`config.mk`:
```
export PLATFORM = sky130hd
export DESIGN_NAME = cbc_bus_ctrl
export DESIGN_NICKNAME = d
export VERILOG_FILES = /design/src/rtl/cbc_pkg.sv /design/src/rtl/cbc_ctrl_regs.sv /design/src/rtl/cbc_bank_shift.sv /design/src/rtl/cbc_irq_line.sv /design/src/rtl/cbc_bus_ctrl.sv
export SDC_FILE = /design/constraint.sdc
export NUM_CORES = 1
export LEC_CHECK = 0
export BUFFER_PORTS_ARGS = -buffer_cell sky130_fd_sc_hd__buf_2
export CAP_MARGIN = 10
export CELL_PAD_IN_SITES_DETAIL_PLACEMENT = 2
export CELL_PAD_IN_SITES_GLOBAL_PLACEMENT = 2
export CORE_MARGIN = 4
export CORE_UTILIZATION = 23
export DETAILED_ROUTE_END_ITERATION = 6
export PLACE_DENSITY_LB_ADDON = 0.12
export SLEW_MARGIN = 20
export SYNTH_ARGS = -nofsm -noshare
export SYNTH_HDL_FRONTEND = slang
export SYNTH_SLANG_ARGS = --single-unit
```
`constraint.sdc`:
```
create_clock -name clk -period 0.9 [get_ports clk]
set_input_delay 0.18 -clock clk [delete_from_list [all_inputs] [get_ports clk]]
set_output_delay 0.18 -clock clk [all_outputs]
set_load 0.02 [all_outputs]
```
`src/rtl/cbc_pkg.sv`:
```
package cbc_pkg;
   localparam int unsigned CBC_ADDR_W  = 24;
   localparam int unsigned CBC_WIN_LSB = 15;
   localparam int unsigned CBC_BYTE_W  = 8;

   function automatic logic [63:0] cbc_low_mask(input int unsigned lsb);
      logic [63:0] m;
      m = '0;
      for (int unsigned i = 0; i < lsb; i++) m[i] = 1'b1;
      return m;
   endfunction
endpackage

```
`src/rtl/cbc_ctrl_regs.sv`:
```
module cbc_ctrl_regs (
   input  logic clk,
   input  logic rst_n,
   input  logic req_we,
   input  logic req_d,
   input  logic hold_we,
   input  logic hold_d,
   output logic sub_rst_n,
   output logic bus_ack_n,
   output logic snd_rst_pulse
);
   logic req_q;
   logic rel_q;
   logic snd_q;

   always_ff @(posedge clk or negedge rst_n) begin
      if (!rst_n) begin
         req_q <= 1'b0;
         rel_q <= 1'b0;
         snd_q <= 1'b0;
      end else begin
         if (req_we)  req_q <= req_d;
         if (hold_we) rel_q <= hold_d;
         snd_q <= hold_we & ~hold_d;
      end
   end

   assign sub_rst_n     = rel_q;
   assign bus_ack_n     = ~(req_q & rel_q);
   assign snd_rst_pulse = snd_q;
endmodule

```
`src/rtl/cbc_bank_shift.sv`:
```
module cbc_bank_shift #(
   parameter int unsigned ADDR_W  = cbc_pkg::CBC_ADDR_W,
   parameter int unsigned WIN_LSB = cbc_pkg::CBC_WIN_LSB
) (
   input  logic              clk,
   input  logic              rst_n,
   input  logic              bank_we,
   input  logic              bank_d,
   output logic [ADDR_W-1:0] bank_base
);
   localparam int unsigned TOP = ADDR_W - 1;

   logic [ADDR_W-1:0] base_q;

   for (genvar i = 0; i < ADDR_W; i++) begin : g_bit
      if (i < WIN_LSB) begin : g_zero
         assign base_q[i] = 1'b0;
      end else begin : g_flop
         logic bit_q;
         logic bit_next;
         if (i == TOP) begin : g_top
            assign bit_next = bank_d;
         end else begin : g_mid
            assign bit_next = base_q[i+1];
         end
         always_ff @(posedge clk or negedge rst_n) begin
            if (!rst_n)       bit_q <= 1'b0;
            else if (bank_we) bit_q <= bit_next;
         end
         assign base_q[i] = bit_q;
      end
   end

   assign bank_base = base_q;
endmodule

```
`src/rtl/cbc_irq_line.sv`:
```
module cbc_irq_line #(
   parameter int unsigned VEC_W   = cbc_pkg::CBC_BYTE_W,
   parameter logic [VEC_W-1:0] VEC_VAL = '1
) (
   input  logic             clk,
   input  logic             rst_n,
   input  logic             irq_raise,
   input  logic             irq_ack,
   output logic             irq_pend,
   output logic [VEC_W-1:0] vec_data
);
   logic pend_q;

   always_ff @(posedge clk or negedge rst_n) begin
      if (!rst_n)         pend_q <= 1'b0;
      else if (irq_raise) pend_q <= 1'b1;
      else if (irq_ack)   pend_q <= 1'b0;
   end

   assign irq_pend = pend_q;
   assign vec_data = irq_ack ? VEC_VAL : '0;
endmodule

```
`src/rtl/cbc_bus_ctrl.sv`:
```
module cbc_bus_ctrl #(
   parameter int unsigned ADDR_W  = cbc_pkg::CBC_ADDR_W,
   parameter int unsigned WIN_LSB = cbc_pkg::CBC_WIN_LSB,
   parameter int unsigned RD_W    = cbc_pkg::CBC_BYTE_W,
   parameter int unsigned VEC_W   = cbc_pkg::CBC_BYTE_W,
   parameter logic [VEC_W-1:0] VEC_VAL = '1
) (
   input  logic              clk,
   input  logic              rst_n,
   input  logic              req_we,
   input  logic              req_d,
   input  logic              hold_we,
   input  logic              hold_d,
   input  logic              bank_we,
   input  logic              bank_d,
   input  logic              irq_raise,
   input  logic              irq_ack,
   output logic              bus_ack_n,
   output logic              sub_rst_n,
   output logic              snd_rst_pulse,
   output logic [ADDR_W-1:0] bank_base,
   output logic              irq_pend,
   output logic [VEC_W-1:0]  vec_data,
   output logic [RD_W-1:0]   rd_data
);
   localparam int unsigned WIN_BITS = ADDR_W - WIN_LSB;

   if (WIN_LSB >= ADDR_W || WIN_BITS < 1) begin : g_bad_window
      $error("cbc_bus_ctrl: window LSB must lie below the address width");
   end
   if (RD_W < 1) begin : g_bad_rd
      $error("cbc_bus_ctrl: readback width must be at least one bit");
   end

   cbc_ctrl_regs u_ctrl (
      .clk           (clk),
      .rst_n         (rst_n),
      .req_we        (req_we),
      .req_d         (req_d),
      .hold_we       (hold_we),
      .hold_d        (hold_d),
      .sub_rst_n     (sub_rst_n),
      .bus_ack_n     (bus_ack_n),
      .snd_rst_pulse (snd_rst_pulse)
   );

   cbc_bank_shift #(
      .ADDR_W  (ADDR_W),
      .WIN_LSB (WIN_LSB)
   ) u_bank (
      .clk       (clk),
      .rst_n     (rst_n),
      .bank_we   (bank_we),
      .bank_d    (bank_d),
      .bank_base (bank_base)
   );

   cbc_irq_line #(
      .VEC_W   (VEC_W),
      .VEC_VAL (VEC_VAL)
   ) u_irq (
      .clk       (clk),
      .rst_n     (rst_n),
      .irq_raise (irq_raise),
      .irq_ack   (irq_ack),
      .irq_pend  (irq_pend),
      .vec_data  (vec_data)
   );

   if (RD_W > 1) begin : g_rd_wide
      assign rd_data = {{(RD_W-1){1'b0}}, bus_ack_n};
   end else begin : g_rd_bit
      assign rd_data = bus_ack_n;
   end
endmodule

```
# Word-level counts from Yosys, hierarchy flattened
# Index checks and enable logic that the tools add are counted.
# totals
mem_bits_rw,0
romBits,0
mem_count,0
latchBits,0
output_inout_bits,44
wordCells,21
regBits,13
# classes
shift,0
div_mod_pow,0
magnitude_cmp,0
add_sub_neg,0
bitwise,4
multipliers,0
n_mux,3
n_eq_ne,0
n_reduce_logical,1
# ops
operator,n
8-bit 2-to-1 mux,1
1-bit bitwise AND,2
1-bit 2-to-1 mux,2
1-bit NOT,2
2-bit nonzero test,1

# Logic depth before layout (Yosys ltp)
# depth
ltp_word,2
depth_mapped,2
depth_no_buf,2

# Hierarchy
# From an unflattened synthesis, not the netlist that was laid out.
# hier_totals
hier_cells,71
hier_area_um2,830.8
# modules_own_cells
mod,instances,seq_area_each_um2,area_per_inst_um2,cells_per_inst
cbc_bank_shift,1,225.2,555.5,44
cbc_ctrl_regs,1,75.1,115.1,7
cbc_irq_line,1,25.0,96.3,11
cbc_bus_ctrl,1,0.0,63.8,9

# Worst setup path after synthesis
# Ideal clock, no wire load.
# synth_path
path_kind,register to output
from,"register u_ctrl.rel_q, in the netlist u_ctrl.sub_rst_n"
to,output port rd_data[0]
arrival_time_ps,846
n_path_buf,1
stages_incl_launch_ff,3
setup_slack_ps,-126
required_ps,720
cell_sequence,dfrtp_1 nand2_1 buf_4
# synth_via
elab_chain_cells,2
# synth_rtl
element,line,text
from (decl),cbc_ctrl_regs.sv:13,logic rel_q;
from (signal assigned),cbc_ctrl_regs.sv:23,if (hold_we) rel_q <= hold_d;
1-bit bitwise AND,cbc_ctrl_regs.sv:29,assign bus_ack_n = ~(req_q & rel_q);
1-bit NOT,cbc_ctrl_regs.sv:29,
to (decl),cbc_bus_ctrl.sv:24,output logic [RD_W-1:0] rd_data
# Every way passes these cells.

# Final worst setup path
# layout_path
from,"register u_ctrl.rel_q, in the netlist u_ctrl.sub_rst_n"
to,output port bus_ack_n
# layout_via
elab_chain_cells,2
# layout_rtl
element,line,text
1-bit bitwise AND,cbc_ctrl_regs.sv:29,
1-bit NOT,cbc_ctrl_regs.sv:29,
to (decl),cbc_bus_ctrl.sv:18,"output logic bus_ack_n,"
# Every way passes these cells.

==> impl_metrics.json <==
{
  "drt_iter0_markers": 7,
  "p_sw_uw": 781,
  "clockRootBuffer": "clkbuf_4",
  "die_x_microns": 67.7,
  "multi_input_comb_area_sq_um": 265,
  "synth.ff_latch_count": 13,
  "diodes": 0,
  "finalSetupViolations": 19,
  "ctsLongestPathBuffers": 2,
  "rsz0062_at_grt": "yes",
  "hold_viol": 0,
  "critPathArrivalTime_ns": 0.88,
  "finish.net_count": 106,
  "drtAntennaViolNets": 0,
  "areaGrowthSynthToFinish_pct": 24.4,
  "drive_gt1_share_pct": 58.9,
  "setup_slack_ns": -0.165,
  "p_clk_share_pct": 15.5,
  "yosysTopAreaCell": "dfrtp_1",
  "fin_crit_ns": 1.06,
  "final_cell_area_sq_um": 1020,
  "grt_pass1_wl_microns": 2140,
  "critPathRequiredTime_ns": 0.72,
  "yosysMostFrequentCell": "buf_4",
  "intPower_uw": 1530,
  "grt_max_degree": 14,
  "fin_crit_sh_pct": 118,
  "power_density_nw_per_um2": 2260,
  "critPathKind": "reg2out",
  "clock_sinks": 13,
  "status": "finished, violations left",
  "reg2reg_depth": 2,
  "wl_per_cell_microns": 10.9,
  "dieHeight_microns": 67.7,
  "ir_worst_vdd_uv": 805,
  "crit_start": "u_ctrl.sub_rst_n",
  "wirelength_microns": 1540,
  "end_kind": "output port",
  "dpl_cell_area_sq_um": 808,
  "synth_area_leaders": "dfrtp_1, buf_4, mux2_4",
  "hp-class": "in2reg",
  "io_pins": 54,
  "synthArstFlopShare_pct": 100,
  "synth_common_cells": "buf_4, dfrtp_1, mux2_4",
  "endpoint": "bus_ack_n",
  "worstSkewPairLatency_ns": 0.27,
  "yosys_most_used_dff": "dfrtp_1",
  "r2r-end": "u_bank.g_bit[17].g_flop.bit_next",
  "overflow": 0,
  "initial_core_util_pct": 24.2,
  "finalSetupTns_ns": -1.50,
  "p_leak_uw": 0.000546,
  "fin_util_pct": 30.1,
  "seq_power_share_pct": 36.1,
  "finalWeightedCongestion": 0.596,
  "cts.clk_slew.worst_paths_ns": 0.07,
  "skew_ns": 0.00368,
  "cts_tree": "yes",
  "viasPerCell": 3.29,
  "drc": 0,
  "dp_hpwl_microns": 1150,
  "num_vias": 464,
  "track_usage_pct": 6.78,
  "critPathLaunchType": "flop",
  "numCtsBuffers": 3,
  "synth_top_area_share_pct": 39.7,
  "maxSlewViolCount": 0,
  "path_max_fanout": 3,
  "die-area_sq_um": 4580,
  "syn_avg_cell_area_sq_um": 11.7,
  "pre_cts_ws_ns": 0.00228,
  "htree_levels": 1,
  "port-buffer-count": 31,
  "yosysWarnings": 0,
  "antenna_found_initial": 0,
  "p_sw_share_pct": 33.9,
  "power_frac_comb_pct": 48.4,
  "grt_pass1_vias": 426,
  "violations": "negative setup slack",
  "worstReg2RegStart": "u_bank.g_bit[17].g_flop.bit_next",
  "ys_types": 10,
  "yosysSeqAreaShare_pct": 39.7,
  "row_count": 21,
  "reg2reg_slack_ns": 0,
  "max_freq_ghz": 0.939,
  "holdWs_ns": 0.0664,
  "synth_edf_count": 0,
  "seqCellArea_sq_um": 327,
  "netlist_instances": 70,
  "fillerInstances": 359,
  "core_area_sq_um": 3390,
  "maxCapViolations": 0,
  "synth.cell_area_sq_um": 820,
  "drt_pass1_iterations": 3
}
## routing by layer
metal | vias up | GRT usage (%) | routed length [microns]
li1 | 208 | - | -
met1 | 213 | 7.86 | 621
met2 | 41 | 9.96 | 644
met3 | 2 | 3.49 | 251
met4 | 0 | 3.80 | 25
met5 | - | 0 | 0
## metrics by stage
stage,power [uW],std cells
2_1_floorplan,1580,91
3_3_place_gp,1540,127
3_5_place_dp,1550,127
4_1_cts,2280,141
5_1_grt,2480,141
6_report,2310,141
## critical path: stages (launching register included)
cell and delay (ns):
dfrtp_2 0.43, nand2_4 0.07, buf_6 0.11
## registers in the layout, indices dropped and copies added, names as in the netlist
signal,flops
u_ctrl.sub_rst_n,1
u_bank.g_bit.g_flop.bit_q,1
u_irq.irq_pend,1
u_ctrl.req_q,1
u_ctrl.snd_rst_pulse,1
u_bank.g_bit.g_flop.bit_next,8
## worst min-delay path by stage
stage	start	to	slack [ns]	cells after the start
2_1_floorplan	rst_n	u_bank.g_bit[15].g_flop.bit_next	-0.12	0
3_3_place_gp	rst_n	u_ctrl.req_q	0.09	1
3_5_place_dp	rst_n	u_ctrl.snd_rst_pulse	0.09	1
4_1_cts	hold_d	u_ctrl.snd_rst_pulse	0.05	2
5_1_grt	hold_d	u_ctrl.snd_rst_pulse	0.05	2
6_report	hold_d	u_ctrl.snd_rst_pulse	0.07	2
## power groups by stage
stage                     clock (uW)  combinational (uW)  sequential, uW
after floorplan                    0                 761             817
after global placement             0                 702             837
after detailed placement           0                 706             840
after CTS                        387                1080             816
after global routing             435                1190             852
final                            358                1120             834
## cell type report
type                            instances  area share, %
Multi-Input combinational cell         36           26.0
Timing Repair Buffer                   41           33.4
Tap cell                               46           5.64
Sequential cell                        13           32.0
Inverter                                1          0.368
Clock buffer                            4           2.58
## placed cells by master, fill, tap and decap left out, drive strengths merged
cell	synthesis	layout
buf	41	40
conb	1	22
dfrtp	13	13
mux2	11	11
clkbuf	0	4
inv	1	1
a21o	1	1
nor2b	1	1
nand2	1	1
dlygate4sd3	0	1
## timing repair
item                       4_1_cts  5_1_grt
pin swaps                        1        0
resized for setup               26        7
setup endpoints to repair       14       23
hold endpoints to repair        13        0
hold buffers                     1        0
buffers inserted                 9        0
## logic make-up (layout without fill, tap and decap cells)
logic type	after synthesis	in the layout	synth area share, %
buffers and inverters	42	46	38.5
and+or+nand+nor	2	2	1.22
other	1	22	0.458
DFF	13	13	39.7
AOI/OAI and AO/OA	1	1	0.916
muxes	11	11	19.2
(Power assumes the default switching activity.)
